### config.mk
export PLATFORM = sky130hd
export DESIGN_NAME = cc_phase_seq
export DESIGN_NICKNAME = d
export VERILOG_FILES = /design/src/rtl/ccps_pkg.sv /design/src/rtl/ccps_fifo.sv /design/src/rtl/ccps_lfsr.sv /design/src/rtl/ccps_seq.sv /design/src/rtl/cc_phase_seq.sv
export SDC_FILE = /design/constraint.sdc
export NUM_CORES = 1
export LEC_CHECK = 0
export ABC_CLOCK_PERIOD_IN_PS = 6620
export BUFFER_PORTS_ARGS = -buffer_cell sky130_fd_sc_hd__buf_2
export CAP_MARGIN = 20
export CELL_PAD_IN_SITES_DETAIL_PLACEMENT = 0
export CELL_PAD_IN_SITES_GLOBAL_PLACEMENT = 1
export CORE_UTILIZATION = 45
export CTS_CLUSTER_SIZE = 24
export DETAILED_ROUTE_END_ITERATION = 10
export PLACE_DENSITY = 0.85
export REMOVE_ABC_BUFFERS = 1
export SLEW_MARGIN = 20
export SYNTH_ARGS = -nofsm -noshare
export SYNTH_HDL_FRONTEND = slang
export SYNTH_SLANG_ARGS = --single-unit
### constraint.sdc
create_clock -name clk -period 6.62 [get_ports clk]
set_input_delay 0.331 -clock clk [delete_from_list [all_inputs] [get_ports clk]]
set_output_delay 0.331 -clock clk [all_outputs]
set_load 0.1 [all_outputs]
### src/rtl/ccps_pkg.sv
// Package: shared types and field sizes for the cyclic code phase sequencer.
// Assumes the count word layout is fixed (neighbours decode it by position).
package ccps_pkg;

    localparam int CNT_WORD_W = 24;
    localparam int IN_CNT_W   = 8;
    localparam int RUN_CNT_W  = 8;
    localparam int OUT_CNT_W  = 7;
    localparam int IN_CNT_MAX = 120;

    typedef enum logic [1:0] {
        PH_IDLE = 2'd0,
        PH_IN   = 2'd1,
        PH_RUN  = 2'd2,
        PH_OUT  = 2'd3
    } phase_t;

    // Packed count word, MSB first: mode, output words, run shifts, input bits.
    typedef struct packed {
        logic                 mode;
        logic [OUT_CNT_W-1:0] out_words;
        logic [RUN_CNT_W-1:0] run_len;
        logic [IN_CNT_W-1:0]  in_bits;
    } cnt_word_t;

    // Clamp the input bit count to the allowed maximum.
    function automatic logic [IN_CNT_W-1:0] clamp_in(input logic [IN_CNT_W-1:0] v);
        return (v > IN_CNT_W'(IN_CNT_MAX)) ? IN_CNT_W'(IN_CNT_MAX) : v;
    endfunction

endpackage

### src/rtl/ccps_fifo.sv
// Module: first-word-fall-through data FIFO shared by host and engine.
// Assumes DEPTH is a power of two. Push to full and pop from empty are dropped.
module ccps_fifo #(
    parameter int W     = 8,
    parameter int DEPTH = 16,
    localparam int AW   = $clog2(DEPTH),
    localparam int LW   = AW + 1
) (
    input  logic         clk,
    input  logic         rst_n,
    input  logic         clr,
    input  logic         push,
    input  logic [W-1:0] wdata,
    input  logic         pop,
    output logic [W-1:0] rdata,
    output logic [LW-1:0] level,
    output logic         empty,
    output logic         full
);

    logic [W-1:0]  mem [DEPTH];
    logic [AW-1:0] wptr_q, rptr_q;
    logic [LW-1:0] cnt_q;
    logic          do_push, do_pop;

    assign empty   = (cnt_q == '0);
    assign full    = (cnt_q == LW'(DEPTH));
    assign do_push = push && !full;
    assign do_pop  = pop && !empty;
    assign rdata   = mem[rptr_q];
    assign level   = cnt_q;

    // Storage write; the contents need no reset.
    always_ff @(posedge clk) begin
        if (do_push) begin
            mem[wptr_q] <= wdata;
        end
    end

    // Pointer and occupancy tracking with hardware reset and synchronous clear.
    always_ff @(posedge clk) begin
        if (!rst_n || clr) begin
            wptr_q <= '0;
            rptr_q <= '0;
            cnt_q  <= '0;
        end else begin
            if (do_push) wptr_q <= wptr_q + 1'b1;
            if (do_pop)  rptr_q <= rptr_q + 1'b1;
            case ({do_push, do_pop})
                2'b10:   cnt_q <= cnt_q + 1'b1;
                2'b01:   cnt_q <= cnt_q - 1'b1;
                default: cnt_q <= cnt_q;
            endcase
        end
    end

endmodule

### src/rtl/ccps_lfsr.sv
// Module: tap-parity feedback shift register used as the coding engine.
// Each enabled cycle shifts left; the new LSB is parity(state & TAPS) xor din.
module ccps_lfsr #(
    parameter int             W    = 8,
    parameter logic [W-1:0]   TAPS = 'hB8
) (
    input  logic         clk,
    input  logic         rst_n,
    input  logic         zero,
    input  logic         shift,
    input  logic         din,
    output logic [W-1:0] state,
    output logic         msb
);

    logic [W-1:0] st_q;
    logic         fb;

    assign fb    = (^(st_q & TAPS)) ^ din;
    assign state = st_q;
    assign msb   = st_q[W-1];

    // Register update: clear on request, otherwise shift when enabled.
    always_ff @(posedge clk) begin
        if (!rst_n || zero) begin
            st_q <= '0;
        end else if (shift) begin
            st_q <= {st_q[W-2:0], fb};
        end
    end

endmodule

### src/rtl/ccps_seq.sv
// Module: phase sequencer. It decodes the count word and steps through the
// input, run and output phases. It assumes a FWFT FIFO head and that the
// register MSB is the serial output.
module ccps_seq
    import ccps_pkg::*;
#(
    parameter int W  = 8,
    localparam int BW = (W > 1) ? $clog2(W) : 1
) (
    input  logic         clk,
    input  logic         rst_n,
    input  logic         clr,
    input  logic         cfg_we,
    input  cnt_word_t    cfg,
    input  logic [W-1:0] head_word,
    input  logic         head_empty,
    input  logic         reg_msb,
    output logic         shift,
    output logic         sdata,
    output logic         reg_zero,
    output logic         seq_pop,
    output logic         seq_push,
    output logic [W-1:0] push_word,
    output logic         busy,
    output logic         done,
    output phase_t       phase
);

    localparam logic [BW-1:0] LAST_BIT = BW'(W - 1);

    phase_t               ph_q;
    logic [IN_CNT_W-1:0]  cnt_q;
    logic [RUN_CNT_W-1:0] run_q;
    logic [OUT_CNT_W-1:0] outw_q, words_q;
    logic [BW-1:0]        bidx_q;
    logic [W-1:0]         acc_q;
    logic                 done_q;
    logic [IN_CNT_W-1:0]  in_eff;

    assign in_eff = clamp_in(cfg.in_bits);
    assign phase  = ph_q;
    assign busy   = (ph_q != PH_IDLE);
    assign done   = done_q;

    // Datapath strobes derived from the current phase and its counters.
    always_comb begin
        shift     = 1'b0;
        sdata     = 1'b0;
        seq_pop   = 1'b0;
        seq_push  = 1'b0;
        reg_zero  = 1'b0;
        push_word = {reg_msb, acc_q[W-2:0]};
        if (!clr) begin
            case (ph_q)
                PH_IDLE: reg_zero = cfg_we && !cfg.mode;
                PH_IN: begin
                    shift   = 1'b1;
                    sdata   = !head_empty && head_word[bidx_q];
                    seq_pop = (bidx_q == LAST_BIT) || (cnt_q == IN_CNT_W'(1));
                end
                PH_RUN:  shift = (cnt_q != '0);
                PH_OUT: begin
                    shift    = (words_q != '0);
                    seq_push = (words_q != '0) && (bidx_q == LAST_BIT);
                end
                default: shift = 1'b0;
            endcase
        end
    end

    // Phase state machine and its counters.
    always_ff @(posedge clk) begin
        if (!rst_n || clr) begin
            ph_q    <= PH_IDLE;
            cnt_q   <= '0;
            run_q   <= '0;
            outw_q  <= '0;
            words_q <= '0;
            bidx_q  <= '0;
            acc_q   <= '0;
            done_q  <= 1'b0;
        end else begin
            done_q <= 1'b0;
            case (ph_q)
                PH_IDLE: begin
                    if (cfg_we) begin
                        run_q  <= cfg.run_len;
                        outw_q <= cfg.out_words;
                        bidx_q <= '0;
                        if (!cfg.mode && in_eff != '0) begin
                            ph_q  <= PH_IN;
                            cnt_q <= in_eff;
                        end else begin
                            ph_q  <= PH_RUN;
                            cnt_q <= cfg.run_len;
                        end
                    end
                end
                PH_IN: begin
                    cnt_q  <= cnt_q - 1'b1;
                    bidx_q <= seq_pop ? '0 : bidx_q + 1'b1;
                    if (cnt_q == IN_CNT_W'(1)) begin
                        ph_q  <= PH_RUN;
                        cnt_q <= run_q;
                    end
                end
                PH_RUN: begin
                    if (cnt_q <= RUN_CNT_W'(1)) begin
                        ph_q    <= PH_OUT;
                        words_q <= outw_q;
                        bidx_q  <= '0;
                    end else begin
                        cnt_q <= cnt_q - 1'b1;
                    end
                end
                PH_OUT: begin
                    if (words_q == '0) begin
                        ph_q   <= PH_IDLE;
                        done_q <= 1'b1;
                    end else begin
                        acc_q[bidx_q] <= reg_msb;
                        if (bidx_q == LAST_BIT) begin
                            bidx_q  <= '0;
                            words_q <= words_q - 1'b1;
                            if (words_q == OUT_CNT_W'(1)) begin
                                ph_q   <= PH_IDLE;
                                done_q <= 1'b1;
                            end
                        end else begin
                            bidx_q <= bidx_q + 1'b1;
                        end
                    end
                end
                default: ph_q <= PH_IDLE;
            endcase
        end
    end

endmodule

### src/rtl/cc_phase_seq.sv
// Module: top level of the cyclic code phase sequencer. It joins the
// count-word port, the shared FIFO, the shift register and the sequencer.
// The engine owns the FIFO write side while busy and the read side
// during the input phase.
module cc_phase_seq
    import ccps_pkg::*;
#(
    parameter int                WORD_W     = 8,
    parameter int                FIFO_DEPTH = 16,
    parameter logic [WORD_W-1:0] TAPS       = 'hB8,
    localparam int               LVL_W      = $clog2(FIFO_DEPTH) + 1
) (
    input  logic              clk,
    input  logic              rst_n,
    input  logic              clr,
    input  logic              cfg_we,
    input  logic [23:0]       cfg_wdata,
    input  logic              host_push,
    input  logic [WORD_W-1:0] host_wdata,
    input  logic              host_pop,
    output logic [WORD_W-1:0] host_rdata,
    output logic [LVL_W-1:0]  fifo_level,
    output logic              fifo_empty,
    output logic              fifo_full,
    output logic              busy,
    output logic              done,
    output logic [1:0]        phase,
    output logic              shift_en,
    output logic [WORD_W-1:0] lfsr_q
);

    cnt_word_t         cfg_w;
    phase_t            ph;
    logic              sdata, reg_zero, reg_msb;
    logic              seq_pop, seq_push;
    logic [WORD_W-1:0] push_word;
    logic              f_push, f_pop;
    logic [WORD_W-1:0] f_wdata;

    assign cfg_w = cnt_word_t'(cfg_wdata);
    assign phase = ph;

    // FIFO port arbitration: the engine has priority and host access is gated by phase.
    always_comb begin
        f_push  = seq_push || (host_push && !busy);
        f_wdata = seq_push ? push_word : host_wdata;
        f_pop   = seq_pop || (host_pop && ph != PH_IN);
    end

    ccps_fifo #(.W(WORD_W), .DEPTH(FIFO_DEPTH)) fifo_i (
        .clk   (clk),
        .rst_n (rst_n),
        .clr   (clr),
        .push  (f_push),
        .wdata (f_wdata),
        .pop   (f_pop),
        .rdata (host_rdata),
        .level (fifo_level),
        .empty (fifo_empty),
        .full  (fifo_full)
    );

    ccps_lfsr #(.W(WORD_W), .TAPS(TAPS)) lfsr_i (
        .clk   (clk),
        .rst_n (rst_n),
        .zero  (reg_zero),
        .shift (shift_en),
        .din   (sdata),
        .state (lfsr_q),
        .msb   (reg_msb)
    );

    ccps_seq #(.W(WORD_W)) seq_i (
        .clk        (clk),
        .rst_n      (rst_n),
        .clr        (clr),
        .cfg_we     (cfg_we),
        .cfg        (cfg_w),
        .head_word  (host_rdata),
        .head_empty (fifo_empty),
        .reg_msb    (reg_msb),
        .shift      (shift_en),
        .sdata      (sdata),
        .reg_zero   (reg_zero),
        .seq_pop    (seq_pop),
        .seq_push   (seq_push),
        .push_word  (push_word),
        .busy       (busy),
        .done       (done),
        .phase      (ph)
    );

endmodule

==> results of run 1 <==
-- where the power goes --
group / switching (mW) / leakage [nW] / internal [mW]
clock network: 0.490 / 0.295 / 0.553
registers: 0.0139 / 1.71 / 1.32
logic: 0.195 / 1.40 / 0.0838
-- cell usage in the layout (no fill, tap or decap), types with 17 or more instances in the layout --
cell / netlist / routed
ha_1: 21 / 21
edfxtp_1: 128 / 128
nor2_1: 76 / 76
dfxtp_1: 68 / 67
clkbuf_16: 0 / 17
inv_1: 20 / 20
mux2i_1: 32 / 32
buf_2: 8 / 65
nand2_1: 67 / 66
a21oi_1: 42 / 42
mux4_2: 26 / 26
-- cell type report --
type                       count  area, sq um  share of cell area (%)
tap                          265          332                    3.29
timing repair buffer          75          400                    3.97
clock buffer                  20          447                    4.43
multi-input combinational    463         3460                    34.3
inverter                      21         78.8                   0.782
clock inverter                12          161                    1.60
sequential                   196         5210                    51.6
-- path summary, 6_finish.rpt --
| check | startpoint | end | slack (ns) | cells past startpoint |
|---|---|---|---|---|
| max | seq_i.phase[1]$_SDFFE_PP0P_ | shift_en | 2.52 | 4 |
| max reg2reg | seq_i.phase[1]$_SDFFE_PP0P_ | fifo_i.level[4]$_SDFFE_PP0P_ | 2.67 | 12 |
| min reg2reg | seq_i.run_q[5]$_SDFFE_PP0P_ | seq_i.run_q[5]$_SDFFE_PP0P_ | 0.46 | 2 |
| min | cfg_wdata[18] | seq_i.outw_q[2]$_SDFFE_PP0P_ | 0.13 | 3 |
-- synth_stat cells (3+ instances only) --
| library cell | n | area (sq um) |
|---|---|---|
| clkbuf_1 | 25 | 93.8 |
| xor2_1 | 9 | 78.8 |
| o211ai_1 | 5 | 37.5 |
| inv_1 | 20 | 75.1 |
| a22oi_1 | 10 | 75.1 |
| nand4_1 | 3 | 18.8 |
| nor2_1 | 76 | 285 |
| nor3b_1 | 6 | 45.0 |
| and2_1 | 4 | 25.0 |
| nor4_1 | 5 | 31.3 |
| ha_1 | 21 | 263 |
| o21ai_0 | 14 | 70.1 |
| a31oi_1 | 5 | 31.3 |
| a221oi_1 | 3 | 26.3 |
| a211oi_1 | 15 | 113 |
| a311oi_1 | 4 | 35.0 |
| a21oi_1 | 42 | 210 |
| nor3_1 | 15 | 75.1 |
| edfxtp_1 | 128 | 3840 |
| buf_4 | 3 | 22.5 |
| nand2_1 | 67 | 251 |
| or3_1 | 3 | 18.8 |
| mux2_2 | 12 | 135 |
| dfxtp_1 | 68 | 1360 |
| mux2i_1 | 32 | 320 |
| mux4_2 | 26 | 586 |
| nand2b_1 | 11 | 68.8 |
| buf_2 | 8 | 40.0 |
| a2bb2oi_1 | 4 | 35.0 |
| or2_2 | 3 | 18.8 |
| nand3_1 | 6 | 30.0 |
| a22o_1 | 3 | 26.3 |
| xnor2_1 | 10 | 87.6 |
| nor2b_1 | 15 | 93.8 |
-- cell families after synthesis --
logic type,share of synthesized area (%)
and+or+nand+nor,12.3
DFF,58.4
AOI/OAI and AO/OA,9.91
xor gates and xnor gates,1.87
adders and majority gates,2.95
buffers and inverters,2.85
muxes,11.7
-- stage by stage --
step | worst slack, ns | instance area [sq um] | util (%)
after floorplan | 0.246 | 8730 | -
after detailed placement | 2.62 | 9480 | 48.7
final | 2.52 | 10100 | 51.8
after global placement | 2.75 | 9480 | 48.7
after global routing | 2.17 | 10100 | 51.8
after CTS | 2.47 | 10100 | 51.8
-- worst max-delay path, stage by stage (launching register included) --
cell and delay (ns):
dfxtp_1 0.48, ha_1 0.77, o21ai_0 0.53, a311oi_2 0.98
buf_2 0.57
-- sequential cells by signal (all words and copies together), names as in the netlist, 4 cells and up, named ones only --
name and count:
fifo_i.level 5, seq_i.outw_q 7, fifo_i.wptr_q 4, lfsr_i.state 8, fifo_i.rptr_q 4, seq_i.cnt_q 8
seq_i.words_q 7, seq_i.acc_q 7, fifo_i.mem 128, seq_i.run_q 8
-- layer usage --
layer  vias up  track usage (%)  wire length (microns)
met1      2757             26.4                   8600
met2       158             31.7                   8880
met4         0             5.77                    255
met5         -                0                      0
met3        16             4.23                   1060
li1       2785                -                      -
==> results.cfg, run 1 <==
[logic_synthesis]
synth_ff_type = edfxtp_1
async_flop_share_pct = 0
synth-edff-count = 128
postSynthAreaPerCell_sq_um = 12.4
seq_area_frac_synth_pct = 58.4
yosys_warnings = 0
ys_seq_elements = 196
synth_cell_type_count = 64
syn_inst = 719
synth_area_sq_um = 8910

[power]
p_total_mw = 2.65
p_per_area_nw_per_um2 = 263
vdd_ir_drop_max_v = 0.000187
p_leak_nw = 3.40

[die]
start_util_pct = 45.8
fp.coreArea_sq_um = 19500
die_x_microns = 143
rows = 51
dieHeight_microns = 143
die_area_sq_um = 20400
io_pins = 66

[global_route]
grt_pass1_wl_microns = 29600
grt_pass1_vias = 5365
grt_max_degree = 60
grt-ovfl-total = 0
grtUsageTotal_pct = 19.5
antenna_found_initial = 0

[routing]
drc = 0
drtAntennaViolNets = 0
wl_microns = 18800
initialDrtViolationCount = 387
via_count = 5716
wl_per_cell_microns = 17.9
via_per_inst = 5.43
first_pass_iters = 7

[outcome]
status = finished clean

[cts]
cts_tree = built
hold_buffers = 0
htreeDepth = 4
insertion_delay_ns = 0.44
numCtsBuffers = 17
clock-sinks = 196
clockBufferDepth = 2
postCtsSetupBuffers = 0
cts_resized = 0
root_buffer = clkbuf_16
clk_pin_slew_ns = 0.08

[worst_hold_path]
hold_path_class = input port to register

[cells_and_area]
fin_nets = 833
fin_cells = 1052
drive_gt1_share_pct = 20.2
syn2layout_area_growth_pct = 13.2
fillers = 1696
antenna_cells = 0

[timing]
fmax_mhz = 244
fin_crit_ns = 4.10
skew_ns = 0.0118
hold_viol_final = 0
setup-tns-final_ns = 0
relSlewSlack_pct = 30.5
slew_viol_final = 0
grt_setup_unrepaired = false
finalCritPeriodShare_pct = 61.9
holdWs_ns = 0.127
setup_viol = 0
worstMarginPinSlew_ns = 1.04

[place]
gp_congestion = 0.799
dp.cells = 1020
portBuffers = 65
hpwl_microns = 12900

[worst_setup_path]
worst-path-max-fanout = 24
criticalPathCategory = register to output port
critPathCaptureType = output port
cp.arrival_ns = 3.77
cp-start-kind = register
worstPathRequired_ns = 6.29

[flow_run]
maxCapViolCount = 0
No activity file was read; power rests on OpenSTA's default activity.
==> run 2: changes to the inputs <==
--- a/config.mk
+++ b/config.mk
@@ -5,15 +5,16 @@
 export SDC_FILE = /design/constraint.sdc
 export NUM_CORES = 1
 export LEC_CHECK = 0
-export ABC_CLOCK_PERIOD_IN_PS = 6620
+export ABC_AREA = 1
+export ABC_CLOCK_PERIOD_IN_PS = 3440
 export BUFFER_PORTS_ARGS = -buffer_cell sky130_fd_sc_hd__buf_2
 export CAP_MARGIN = 20
 export CELL_PAD_IN_SITES_DETAIL_PLACEMENT = 0
 export CELL_PAD_IN_SITES_GLOBAL_PLACEMENT = 1
-export CORE_UTILIZATION = 45
+export CORE_UTILIZATION = 42
 export CTS_CLUSTER_SIZE = 24
 export DETAILED_ROUTE_END_ITERATION = 10
-export PLACE_DENSITY = 0.85
+export PLACE_DENSITY = 0.88
 export REMOVE_ABC_BUFFERS = 1
 export SLEW_MARGIN = 20
 export SYNTH_ARGS = -nofsm -noshare
==> constraint.sdc (replaced) <==
create_clock -name clk -period 3.44 [get_ports clk]
set_input_delay 0.172 -clock clk [delete_from_list [all_inputs] [get_ports clk]]
set_output_delay 0.172 -clock clk [all_outputs]
set_load 0.1 [all_outputs]
==> results.cfg, run 2 <==
[cts]
clk_pin_slew_ns = 0.08
insertion_delay_ns = 0.44
numCtsBuffers = 17
clock-sinks = 196
htreeDepth = 4
clockBufferDepth = 2
cts_tree = built
root_buffer = clkbuf_16

[cells_and_area]
final_util_pct = 48.3
fillers = 2061
fin_cells = 1442
finalInstanceArea_sq_um = 10500
largest_reg_flops = 128
largest-register = fifo_i.mem
antenna_cells = 0
final_common_cell = nand2_1
final_cell_mix = 295 x nand2_1, 128 x inv_1, 128 x edfxtp_1, 104 x nor2_1, 93 x nand3_1
fin_nets = 1208
syn2layout_area_growth_pct = 13.2
drive_gt1_share_pct = 11.5

[die]
dieHeight_microns = 151
start_util_pct = 42.7
die_x_microns = 151
io_pins = 66
fp.coreArea_sq_um = 21800
rows = 54
die_area_sq_um = 22800

[worst_hold_path]
hold_start = cfg_wdata[8]
min_path_cells = 3
worstHoldEndpoint = seq_i.run_q[0]$_SDFFE_PP0P_
hold_path_class = input port to register

[timing]
hold_viol_final = 0
slew_viol_final = 0
finalCritPeriodShare_pct = 83.5
setup_viol = 0
skew_ns = 0.0163
fin_crit_ns = 2.87
worstMarginPinSlew_ns = 0.906
grt_setup_unrepaired = false
fmax_mhz = 348
relSlewSlack_pct = 39.3

[routing]
wl_per_cell_microns = 14.9
drtAntennaViolNets = 0
initialDrtViolationCount = 537
drc = 0
wl_microns = 21500
via_count = 7165
via_per_inst = 4.97
first_pass_iters = 5

[place]
gp_congestion = 0.869
dp.cells = 1402
placed_cell_area_sq_um = 9880
portBuffers = 65
hpwl_microns = 14700

[power]
swShare_pct = 32.8
p_total_mw = 5.65
p_comb_share_pct = 19.1
vdd_ir_drop_max_v = 0.000367
p_int_mw = 3.80
p_switching_mw = 1.85
p_seq_share_pct = 46.2
p_leak_nw = 4.51
clockPowerShare_pct = 34.8
p_per_area_nw_per_um2 = 536

[worst_setup_path]
cpLargestDelayFamily = adder cells
criticalPathCategory = register to register
timing.rr.end = fifo_i.level[2]$_SDFFE_PP0P_
rr_worst_depth = 15
crit_slowest_cell = dfxtp_1
worstPathRequired_ns = 3.76
worst-path-max-fanout = 17
cp-start-kind = register
rr_startpoint = seq_i.phase[1]$_SDFFE_PP0P_
cp.arrival_ns = 3.20
max_stage_delay_ns = 0.44
critPathCaptureType = register
path_buf_inv = 3
worstPathCellList = ha_1, nand2_1, nor2_1, nand2_4, nand2_2, nand2_2, ha_1, xnor2_1, inv_1, ha_1, inv_1, nand2_1, xor2_1, o21ai_0, inv_1
regToRegSetupSlack_ns = 0.57

[global_route]
grtUsageTotal_pct = 19.8
antenna_found_initial = 0
grt-ovfl-total = 0
grt_pass1_wl_microns = 33500
grt_max_degree = 66
grt_pass1_vias = 6581

[logic_synthesis]
synth_ff_type = edfxtp_1
synth_cell_type_count = 39
ys_seq_elements = 196
postSynthAreaPerCell_sq_um = 8.61
syn_inst = 1083
synth_area_leaders = edfxtp_1 41%, dfxtp_1 15%, nand2_1 12%
synth-edff-count = 128
synth_area_sq_um = 9320
synth_most_common_cell = nand2_1
yosysTopAreaCell = edfxtp_1
ys_top_cells_by_count = 295 x nand2_1, 128 x edfxtp_1, 128 x inv_1
seq_area_frac_synth_pct = 55.8
synth_top_area_share_pct = 41.2
async_flop_share_pct = 0
yosys_warnings = 0

[flow_run]
maxCapViolCount = 0

[outcome]
status = finished clean
run 2: worst register-to-register path: cells and delay by family, from the launching register on:
family / cells / cell delay (ns)
and+or+nand+nor: 6 / 0.74
AOI/OAI and AO/OA: 1 / 0.16
adders and majority gates: 3 / 0.86
DFF: 1 / 0.44
buffers and inverters: 3 / 0.19
xor gates and xnor gates: 2 / 0.37
run 2: how the worst max path moves through the flow:
stage / cells after the start / to / slack, ns / from
2_1_floorplan: 13 / lfsr_i.state[0]$_SDFFE_PP0P_ / -0.32 / register
3_3_place_gp: 19 / fifo_i.level[4]$_SDFFE_PP0P_ / 0.72 / seq_i.bidx_q[1]$_SDFFE_PP0P_
3_5_place_dp: 16 / fifo_i.level[2]$_SDFFE_PP0P_ / 0.61 / seq_i.bidx_q[1]$_SDFFE_PP0P_
4_1_cts: 9 / host_rdata[6] / 0.55 / register
5_1_grt: 16 / fifo_i.level[2]$_SDFFE_PP0P_ / 0.28 / seq_i.bidx_q[1]$_SDFFE_PP0P_
6_report: 15 / fifo_i.level[2]$_SDFFE_PP0P_ / 0.57 / seq_i.phase[1]$_SDFFE_PP0P_
run 2: area by class of cell:
cell class                 instances  area [sq um]  area share [%]
multi-input combinational        710          3380            32.0
timing repair buffer              87           510            4.84
clock buffer                      17           425            4.03
inverter                         137           514            4.87
tap                              280           350            3.32
clock inverter                    15           166            1.58
sequential                       196          5210            49.4
run 2: power groups by stage:
| stage | combinational (mW) | clock [mW] | sequential [mW] |
|---|---|---|---|
| 6_report | 1.08 | 1.97 | 2.61 |
| 5_1_grt | 1.18 | 2.08 | 2.62 |
| 4_1_cts | 1.08 | 1.99 | 2.61 |
| 3_5_place_dp | 1.07 | 0 | 2.66 |
| 3_3_place_gp | 1.06 | 0 | 2.66 |
| 2_1_floorplan | 0.670 | 0 | 2.79 |
run 2: cells by family after synthesis:
logic type,Yosys count,synth area share (%)
fa+ha+maj,21,2.82
simple gates,523,23.3
flops,196,55.8
xor+xnor,13,1.22
compound gates,153,8.87
buf+inv,177,7.96
run 2: through the flow:
step,setup TNS (ns),hold WS [ns],setup slack (ns)
final,0,0.0225,0.567
after global routing,0,0.0241,0.279
after CTS,0,0.00521,0.547
after detailed placement,0,0.427,0.615
after global placement,0,0.422,0.725
after floorplan,-0.315,0.322,-0.315
run 2: timing repair:
item,CTS,global route
endpoints found under the hold margin,8,0
resized for setup,0,0
hold buffers,8,0
buffers inserted,0,0
run 2: layer usage:
| layer | vias to the layer above | share of wire (%) | track usage [%] |
|---|---|---|---|
| met2 | 183 | 49 | 34.6 |
| met1 | 3279 | 44 | 24.9 |
| met4 | 0 | 1.0 | 6.05 |
| met5 | - | 0 | 0 |
| li1 | 3684 | - | - |
| met3 | 19 | 5.6 | 3.46 |
